<file path="config.mk">
export PLATFORM = sky130hd
export DESIGN_NAME = wake_seq
export DESIGN_NICKNAME = d
export VERILOG_FILES = /design/src/rtl/wake_seq.sv
export SDC_FILE = /design/constraint.sdc
export NUM_CORES = 1
export LEC_CHECK = 0
export BUFFER_PORTS_ARGS = -buffer_cell sky130_fd_sc_hd__buf_2
export CAP_MARGIN = 20
export CORE_AREA = 2 2 59 61
export CTS_BUF_LIST = sky130_fd_sc_hd__clkbuf_4
export DETAILED_ROUTE_END_ITERATION = 6
export DIE_AREA = 0 0 61 63
export GPL_ROUTABILITY_DRIVEN = 0
export PLACE_DENSITY = 0.83
export REMOVE_ABC_BUFFERS = 1
export SETUP_SLACK_MARGIN = 0.02
export SLEW_MARGIN = 20
export SYNTH_ARGS = -nofsm -noshare
export SYNTH_HDL_FRONTEND = slang
export SYNTH_SLANG_ARGS = --single-unit
</file>
<file path="constraint.sdc">
create_clock -name clk -period 3.05 [get_ports clk]
set_clock_uncertainty 0.1 [all_clocks]
set_input_delay 0.305 -clock clk [delete_from_list [all_inputs] [get_ports clk]]
set_output_delay 0.305 -clock clk [all_outputs]
set_load 0.05 [all_outputs]
</file>
<file path="src/rtl/wake_seq.sv">
module wake_seq #(
  parameter int NSTAGE = 2,
  parameter int CW     = 16
) (
  input  logic                 clk,
  input  logic                 rst_n,
  input  logic                 tick,
  input  logic                 idle_req,
  input  logic                 wake_evt,
  input  logic [NSTAGE*CW-1:0] reload,
  output logic [NSTAGE-1:0]    cell_en,
  output logic                 proc_rst,
  output logic                 idle_ack,
  output logic                 done
);
  localparam int SW = (NSTAGE > 1) ? $clog2(NSTAGE) : 1;
  localparam logic [SW-1:0] LAST = SW'(NSTAGE - 1);

  typedef enum logic [2:0] {S_RUN, S_IDLE, S_SLEEP, S_WAKE, S_REL} st_t;

  st_t           state;
  logic [SW-1:0] stg, stg_nx;
  logic [CW-1:0] cnt;
  logic          last;

  assign last   = (stg == LAST);
  assign stg_nx = last ? stg : stg + 1'b1;

  assign proc_rst = (state == S_SLEEP) || (state == S_WAKE);
  assign idle_ack = (state == S_IDLE)  || (state == S_SLEEP);
  assign done     = (state == S_REL);

  always_ff @(posedge clk or negedge rst_n) begin
    if (!rst_n) begin
      state   <= S_RUN;
      stg     <= '0;
      cnt     <= '0;
      cell_en <= '1;
    end else begin
      case (state)
        S_RUN:   if (idle_req) state <= S_IDLE;
        S_IDLE: begin
          if (wake_evt || !idle_req) state <= S_RUN;
          else begin
            state   <= S_SLEEP;
            cell_en <= '0;
          end
        end
        S_SLEEP: if (wake_evt) begin
          state      <= S_WAKE;
          stg        <= '0;
          cnt        <= reload[CW-1:0];
          cell_en[0] <= 1'b1;
        end
        S_WAKE: if (tick) begin
          if (cnt == '0) begin
            if (last) state <= S_REL;
            else begin
              stg             <= stg_nx;
              cnt             <= reload[int'(stg_nx)*CW +: CW];
              cell_en[stg_nx] <= 1'b1;
            end
          end else begin
            cnt <= cnt - 1'b1;
          end
        end
        S_REL:   state <= S_RUN;
        default: state <= S_RUN;
      endcase
    end
  end


  ack_cells_on_chk: assert property (@(posedge clk) disable iff (!rst_n)
    (idle_ack && !proc_rst) |-> (&cell_en));


  sleep_cells_off_chk: assert property (@(posedge clk) disable iff (!rst_n)
    (idle_ack && proc_rst) |-> (cell_en == '0));


  thermo_order_chk: assert property (@(posedge clk) disable iff (!rst_n)
    ((cell_en & (cell_en + 1'b1)) == '0));


  hold_no_tick_chk: assert property (@(posedge clk) disable iff (!rst_n)
    (state == S_WAKE && !tick) |=> ($stable(cnt) && $stable(cell_en)));


  release_done_chk: assert property (@(posedge clk) disable iff (!rst_n)
    $fell(proc_rst) |-> (done && (&cell_en)));


  done_pulse_chk: assert property (@(posedge clk) disable iff (!rst_n)
    done |=> !done);
endmodule

</file>
Word level (Yosys, flattened, before mapping)
Cells that the tools add are included.
{"block": "totals", "regBits": 22, "latch_bits": 0, "ram_bits": 0, "mem_bits_ro": 0, "inputBits": 37, "wordCells": 65, "n_memories": 0}
{"block": "op_classes", "add_sub_neg": 2, "mul": 0, "n_div": 0, "order_cmp": 2, "n_eq_ne": 12, "n_shift": 1, "n_mux": 27, "bitwise": 1, "reduce_logical": 15}
{"op": "$mux W16", "n": 4}
{"op": "$pmux W16 S2", "n": 1}
{"op": "$shiftx A32 B6 Y16", "n": 1}
{"op": "$logic_not A16 Y1", "n": 1}
{"op": "$sub A16 B1 Y16 const B", "n": 1}
{"op": "$mux W3", "n": 5}
{"op": "$ne A2 B2 Y1 const B", "n": 6}
{"op": "$pmux W3 S4", "n": 1}
{"op": "$mux W2", "n": 5}
{"op": "$reduce_and A5 Y1", "n": 2}
{"op": "$reduce_and A4 Y1", "n": 2}
{"op": "$mux W1", "n": 7}
{"op": "$eq A3 B2 Y1 const B", "n": 2}
{"op": "$reduce_and A6 Y1", "n": 1}
{"op": "$pmux W1 S2", "n": 2}
{"op": "$reduce_bool A2 Y1", "n": 2}
{"op": "$eq A3 B1 Y1 const B", "n": 1}
{"op": "$eq A3 B3 Y1 const B", "n": 1}
{"op": "$logic_not A3 Y1", "n": 1}
{"op": "$logic_or A1 B1 Y1", "n": 3}
{"op": "$ne A3 B3 Y1 const B", "n": 1}
{"op": "$pmux W1 S3", "n": 1}
{"op": "$reduce_bool A3 Y1", "n": 1}
{"op": "$lt A1 B2 Y1 const B", "n": 1}
{"op": "other kinds (7)", "n": 7}

Depth between registers and ports, before layout
Gate-level depths: netlist (run 1).
{"block": "depth", "ltp_word": 11, "depth_mapped": 8, "ltp_nobuf": 7}

Worst setup path after synthesis (run 1)
Ideal clock, no wire load.
{"block": "synth_timing", "path_type": "register to output", "from": "reg state[0]", "to": "out done", "t_arrival_ps": 1950, "t_required_ps": 2645, "slack_ps": 695, "stages_incl_launch_ff": 4, "path_buffers": 2, "cell_sequence": "dfrtp_1 > clkbuf_1 > clkbuf_1 > nor3b_1"}
{"block": "synth_via", "elab_chain_cells": 1}
{"element": "start: declaration", "line_no": "21", "text": "st_t state;"}
{"element": "start signal: assignment", "line_no": "35", "text": "state <= S_RUN;"}
{"element": "start signal: assignment", "line_no": "41", "text": "S_RUN: if (idle_req) state <= S_IDLE;"}
{"element": "start signal: assignment", "line_no": "43", "text": "if (wake_evt || !idle_req) state <= S_RUN;"}
{"element": "$eq A3 B3 Y1", "line_no": "31", "text": "assign done = (state == S_REL);"}
{"element": "end: declaration", "line_no": "14", "text": "output logic done"}
No other way between the ends.

Worst setup path in the final report (run 1)
{"block": "layout_timing", "from": "reg cnt[0]", "to": "reg cnt[0]"}
{"block": "layout_via", "elab_chain_cells": 4, "elab_cells_between_ends": 7}
{"element": "start: declaration", "line_no": "23", "text": "logic [CW-1:0] cnt;"}
{"element": "start signal: assignment", "line_no": "52", "text": "cnt <= reload[CW-1:0];"}
{"element": "start signal: assignment", "line_no": "60", "text": "cnt <= reload[int'(stg_nx)*CW +: CW];"}
{"element": "start signal: assignment", "line_no": "64", "text": "cnt <= cnt - 1'b1;"}
{"element": "$sub A16 B1 Y16 or $logic_not A16 Y1 (tied branches)", "line_no": "64, 56"}
{"element": "$mux W16", "line_no": "56", "text": "if (cnt == '0) begin"}
{"element": "$mux W16", "line_no": "55", "text": "S_WAKE: if (tick) begin"}
{"element": "$pmux W16 S2", "line_no": "40", "text": "case (state)"}
Several ways; a longest one is shown, not always the timed one. The select of a mux whose other input is x is not followed.
A chain may end at the register's enable or synchronous reset.

==> flow_metrics.tcl, run 1 <==
set metrics [dict create \
    start_util 0.516 \
    fin_crit_sh 0.797 \
    power_uw 1600 \
    worst_pin_slew_ns 0.509 \
    critical_path.top_delay_family "compound AO/OA/AOI/OAI gates" \
    grtUsageTotal 0.231 \
    r2r_cells 8 \
    synthCells 203 \
    numCtsBuffers 3 \
    drc_errors 0 \
    cts_resized 0 \
    synth_seq_cells 22 \
    powerDensity_nw_per_um2 826 \
    fmax_mhz 411 \
    chipHeight_um 63 \
    status "finished, final reports clean" \
    cp_data_required_time_ns 3.15 \
    path_class "flip-flop to flip-flop" \
    r2r_setup_slack_ns 0.62 \
    drt_iter0_drc 134 \
    dieArea_um2 3840 \
    power_leakage_uw 0.000858 \
    async_flop_share 1.00 \
    cts_max_level 1 \
    post_drt_via_cell_ratio 5.81 \
    cts_sinks 22 \
    cts_tree "built" \
    maxSlewViolCount 0 \
    synth_area_um2 1670 \
    slowest_delay_ns 0.44 \
    rows 21 \
    cts_max_path_buffers 2 \
    synth_edf_count 0 \
    seq_area_frac_synth 0.332 \
    crit_path_end_kind "flip-flop" \
    worstPathCellList "inv_1 > ha_1 > nor4b_1 > nand4_2 > a32o_1 > buf_4 > o32ai_1 > a31oi_1" \
    clk_latency_ns 0.31 \
    worst_slack_ns 0.619 \
    cts_setup_buffers 0 \
    clkTransAtPathRegs_ns 0.12 \
    first_pass_iters 4 \
    grt_pass1_vias 1537 \
    nets 282 \
    synth_ff_type "dfrtp_1" \
    crit_start "cnt[0]" \
    slowest_stage "dfrtp_1" \
    relSlewSlack 0.660 \
    io_pins 42 \
    crit_path_end "cnt[0]" \
    ys_types 50 \
    ir_worst_vdd_v 0.000407 \
    path_max_fanout 19 \
    critPathLaunchType "flip-flop" \
    hold_viol 0 \
    vias 1672 \
    cts-root-buf "clkbuf_4" \
    ctsHoldBuffers 1 \
    grt-ovfl-total 0 \
    rsz0062_at_grt "no" \
    mostFrequentLayoutCells "buf_2 (41), nor2_1 (20), dfrtp_1 (20), nand2_1 (17)" \
    io_buffers 41 \
    worstPathArrival_ns 2.53 \
    ys_warn_count 0 \
    detail_route.wl_per_cell_um 14.5 \
    final_common_cell "buf_2" \
    die_w_um 61 \
    hpwlAfterDp_um 3090 \
    core_um2 3230 \
    rr_startpoint "cnt[0]" \
    holdCritPathClass "primary input to flip-flop" \
    grt_antenna_before_repair 0 \
    diodes 0 \
    postSynthAreaPerCell_um2 8.22 \
    setup-violations-final 0 \
    routed_wirelength_um 4190 \
    period_needed_ns 2.43 \
    cp.depth 8 \
    pre_cts_ws_ns 0.664 \
    grt_max_degree 23 \
    layout-drive-gt1-share 0.269 \
    grt_first_pass_wirelength_um 6930 \
    ant_nets 0 \
    syn2layout_area_growth_pct 16.4 \
    maxCapViolCount 0 \
    cp_num_buf_inv 2 \
    r2r-end "cnt[0]" \
    nFillCells 289 \
    tns_ns 0 \
]
==> flip-flops by register name, summed over array words and instances (netlist names) <==
signal / count
state: 3
cell_en: 2
cnt: 16
last: 1
==> per-stage QoR <==
| stage | hold slack (ns) | utilization | area (µm²) | instances |
|---|---|---|---|---|
| 3_3_place_gp | 0.204 | 0.590 | 1910 | 283 |
| 2_1_floorplan | -0.0906 | - | 1600 | 190 |
| 4_1_cts | 0.141 | 0.601 | 1940 | 288 |
| 3_5_place_dp | 0.204 | 0.590 | 1910 | 283 |
| 6_report | 0.135 | 0.601 | 1940 | 288 |
| 5_1_grt | 0.122 | 0.601 | 1940 | 288 |
==> metal layers <==
layer  track usage  share of wire  up-vias
met3        0.0269          0.058        4
met4        0.0707          0.011        0
met5             0              0        -
met1         0.313           0.42      793
met2         0.378           0.51       58
li1              -              -      817
==> layout make-up <==
type | instances | area [µm²] | area share
Clock buffer | 3 | 22.5 | 0.0116
Clock inverter | 1 | 3.75 | 0.00193
Inverter | 13 | 48.8 | 0.0251
Multi-Input combinational cell | 155 | 996 | 0.513
Sequential cell | 22 | 553 | 0.285
Tap cell | 46 | 57.6 | 0.0296
Timing Repair Buffer | 48 | 260 | 0.134
==> Yosys cell counts (5+ instances only) <==
cell type	instances	area share
nand2_1	17	0.038
clkbuf_1	5	0.011
a21oi_1	15	0.045
xnor2_1	5	0.026
nor2_1	20	0.045
dfrtp_1	20	0.30
a31oi_1	8	0.030
nand3_1	6	0.018
o31ai_1	5	0.023
buf_2	5	0.015
inv_1	13	0.029
o21ai_0	15	0.045
==> tightest hold or removal path, delay by kind of cell <==
family / cells / cell delay, ns
and+or+nand+nor: 1 / 0.04
AOI/OAI and AO/OA: 1 / 0.07
buffers and inverters: 1 / 0.10
==> power by group <==
part	switching, µW	internal [µW]	total, µW
logic	459	383	842
registers	207	417	624
clock network	90.3	47.8	138
==> cells by family after synthesis <==
kind of cell,after synthesis,share of synthesized area
AND/OR/NAND/NOR,79,0.269
AO/OA/AOI/OAI,64,0.260
buffers and inverters,26,0.0713
flip-flops,22,0.332
XOR/XNOR,9,0.0473
adder cells (fa/ha/maj),2,0.0150
multiplexers,1,0.00600
==> worst min-delay path by stage <==
stage	slack [ns]	cells after the start	endpoint	from
4_1_cts	0.14	2	cnt[0]	tick
5_1_grt	0.12	3	cnt[3]	reload[3]
2_1_floorplan	-0.09	0	cnt[0]	rst_n
3_5_place_dp	0.20	1	cnt[12]	rst_n
6_report	0.13	3	cnt[3]	reload[3]
3_3_place_gp	0.20	1	cnt[12]	rst_n
(Power assumes the default switching activity.)
==> run 2, diff against run 1 <==
- clock period: 3.05 -> 2.5 ns (I/O delays scaled with it)
==> flow_metrics.tcl, run 2 (synthesis gave the netlist of run 1 again) <==
set metrics [dict create \
    combPwrFrac 0.518 \
    grtUsageTotal 0.239 \
    diodes 0 \
    min-delay-start "reload[3]" \
    cts_max_level 1 \
    rows 21 \
    r2r-end "cnt[15]" \
    holdCritPathClass "primary input to flip-flop" \
    core_um2 3230 \
    clock_power_share 0.138 \
    cts_max_path_buffers 2 \
    hpwlAfterDp_um 3080 \
    postLayoutCellArea_um2 2000 \
    placed_cell_area_um2 1940 \
    power.internal_uw 1170 \
    clk_latency_ns 0.34 \
    cp_data_required_time_ns 2.64 \
    period_needed_ns 2.23 \
    switchingPower_uw 964 \
    first_pass_iters 4 \
    drt_iter0_drc 80 \
    top_regs "cnt: 16 flops, state: 3 flops, cell_en: 2 flops" \
    grt_first_pass_wirelength_um 7020 \
    routed_wirelength_um 4390 \
    vias 1686 \
    die_w_um 61 \
    path_max_fanout 8 \
    slowest_stage "or3_1" \
    nFillCells 308 \
    rr_startpoint "cnt[11]" \
    slowest_delay_ns 0.60 \
    io_pins 42 \
    ir_worst_vdd_v 0.000445 \
    chipHeight_um 63 \
    fmax_mhz 448 \
    worstPathArrival_ns 2.37 \
    setup-violations-final 0 \
    start_util 0.516 \
    status "finished, final reports clean" \
    grt_max_degree 23 \
    grt-ovfl-total 0 \
    worstPathCellList "nor4_1 > nand2_1 > or3_1 > o2111ai_2 > a31oi_1" \
    hold_end "cnt[3]" \
    whs_path_depth 3 \
    powerDensity_nw_per_um2 1070 \
    r2r_cells 5 \
    p_sw_frac 0.451 \
    clkTransAtPathRegs_ns 0.15 \
    regMostFlops "cnt" \
    largest_reg_flops 16 \
    grt_antenna_before_repair 0 \
    grt_pass1_vias 1524 \
    ant_nets 0 \
    dieArea_um2 3840 \
    cts_tree "built" \
    nets 286 \
    maxSlewViolCount 0 \
    fin_crit_sh 0.894 \
    fin_util 0.620 \
    crit_path_end_kind "flip-flop" \
    relSlewSlack 0.650 \
    final_common_cell "buf_2" \
    power_leakage_uw 0.000892 \
    layout-drive-gt1-share 0.289 \
    pwr-share-seq 0.344 \
    path_class "flip-flop to flip-flop" \
    r2r_setup_slack_ns 0.27 \
    cts-root-buf "clkbuf_4" \
    worst_pin_slew_ns 0.525 \
    drc_errors 0 \
    detail_route.wl_per_cell_um 15.0 \
    io_buffers 41 \
    maxCapViolCount 0 \
    numCtsBuffers 3 \
    hold_viol 0 \
    rsz0062_at_grt "no" \
    mostFrequentLayoutCells "buf_2 (41), nor2_1 (20), dfrtp_1 (20), nand2_1 (17)" \
    cts_sinks 22 \
    critPathLaunchType "flip-flop" \
    post_drt_via_cell_ratio 5.77 \
    syn2layout_area_growth_pct 20.2 \
]
run 2: changes by cell type in the layout (fill, tap and decap cells not counted):
cell and change:
bufinv_16 +1, buf_4 +4, clkinv_1 -1, nor4b_1 -1, nor4b_2 +1
run 2: how the worst max path moves through the flow:
stage	start	endpoint	slack [ns]	depth (start not counted)
after detailed placement	cnt[0]	cnt[13]	0.21	8
after CTS	cnt[0]	cnt[13]	0.18	8
after global placement	cnt[0]	cnt[13]	0.26	8
after floorplan	state[2]	cnt[7]	-0.40	5
after global routing	cnt[11]	cnt[15]	0.11	5
final	cnt[11]	cnt[15]	0.27	5
run 2: layer usage:
layer | track usage | part of all wire | vias to the layer above
met1 | 0.332 | 0.45 | 799
li1 | - | - | 830
met4 | 0.0679 | 0.010 | 0
met5 | 0 | 0 | -
met3 | 0.0186 | 0.050 | 5
met2 | 0.390 | 0.49 | 52
run 2: area by class of cell:
| cell class | instances | area (µm²) | area share |
|---|---|---|---|
| clock inverter | 1 | 30.0 | 0.0150 |
| tap | 46 | 57.6 | 0.0287 |
| inverter | 13 | 48.8 | 0.0243 |
| clock buffer | 3 | 22.5 | 0.0112 |
| multi-input combinational | 155 | 1000 | 0.500 |
| timing repair buffer | 52 | 290 | 0.145 |
| sequential | 22 | 553 | 0.276 |
run 2: critical path, delay by kind of cell (launching register included):
kind / cells / cell delay (ns)
flops: 1 / 0.47
simple gates: 3 / 1.21
compound gates: 2 / 0.35
run 2: through the flow:
step           std cells  setup slack [ns]  hold slack [ns]  TNS, ns  total power (µW)
5_1_grt              292             0.106           0.0499        0              2290
3_5_place_dp         287             0.211            0.154        0              1820
4_1_cts              292             0.180           0.0608        0              2110
2_1_floorplan        190            -0.399           -0.146    -3.68              1480
6_report             292             0.266           0.0552        0              2140
3_3_place_gp         287             0.264            0.154        0              1790
run 2: timing repair:
| action | in CTS | in global routing |
|---|---|---|
| setup buffers | 0 | 0 |
| hold endpoints to repair | 20 | 0 |
| setup endpoints to repair | 0 | 2 |
| hold buffers | 1 | 0 |
| resized for setup | 0 | 1 |
run 2: power by group through the flow:
stage	Combinational [µW]	Sequential (µW)	Clock, µW
after floorplan	750	733	0
after CTS	1100	724	289
after global placement	1070	722	0
after global routing	1220	755	306
final	1110	735	294
after detailed placement	1090	729	0
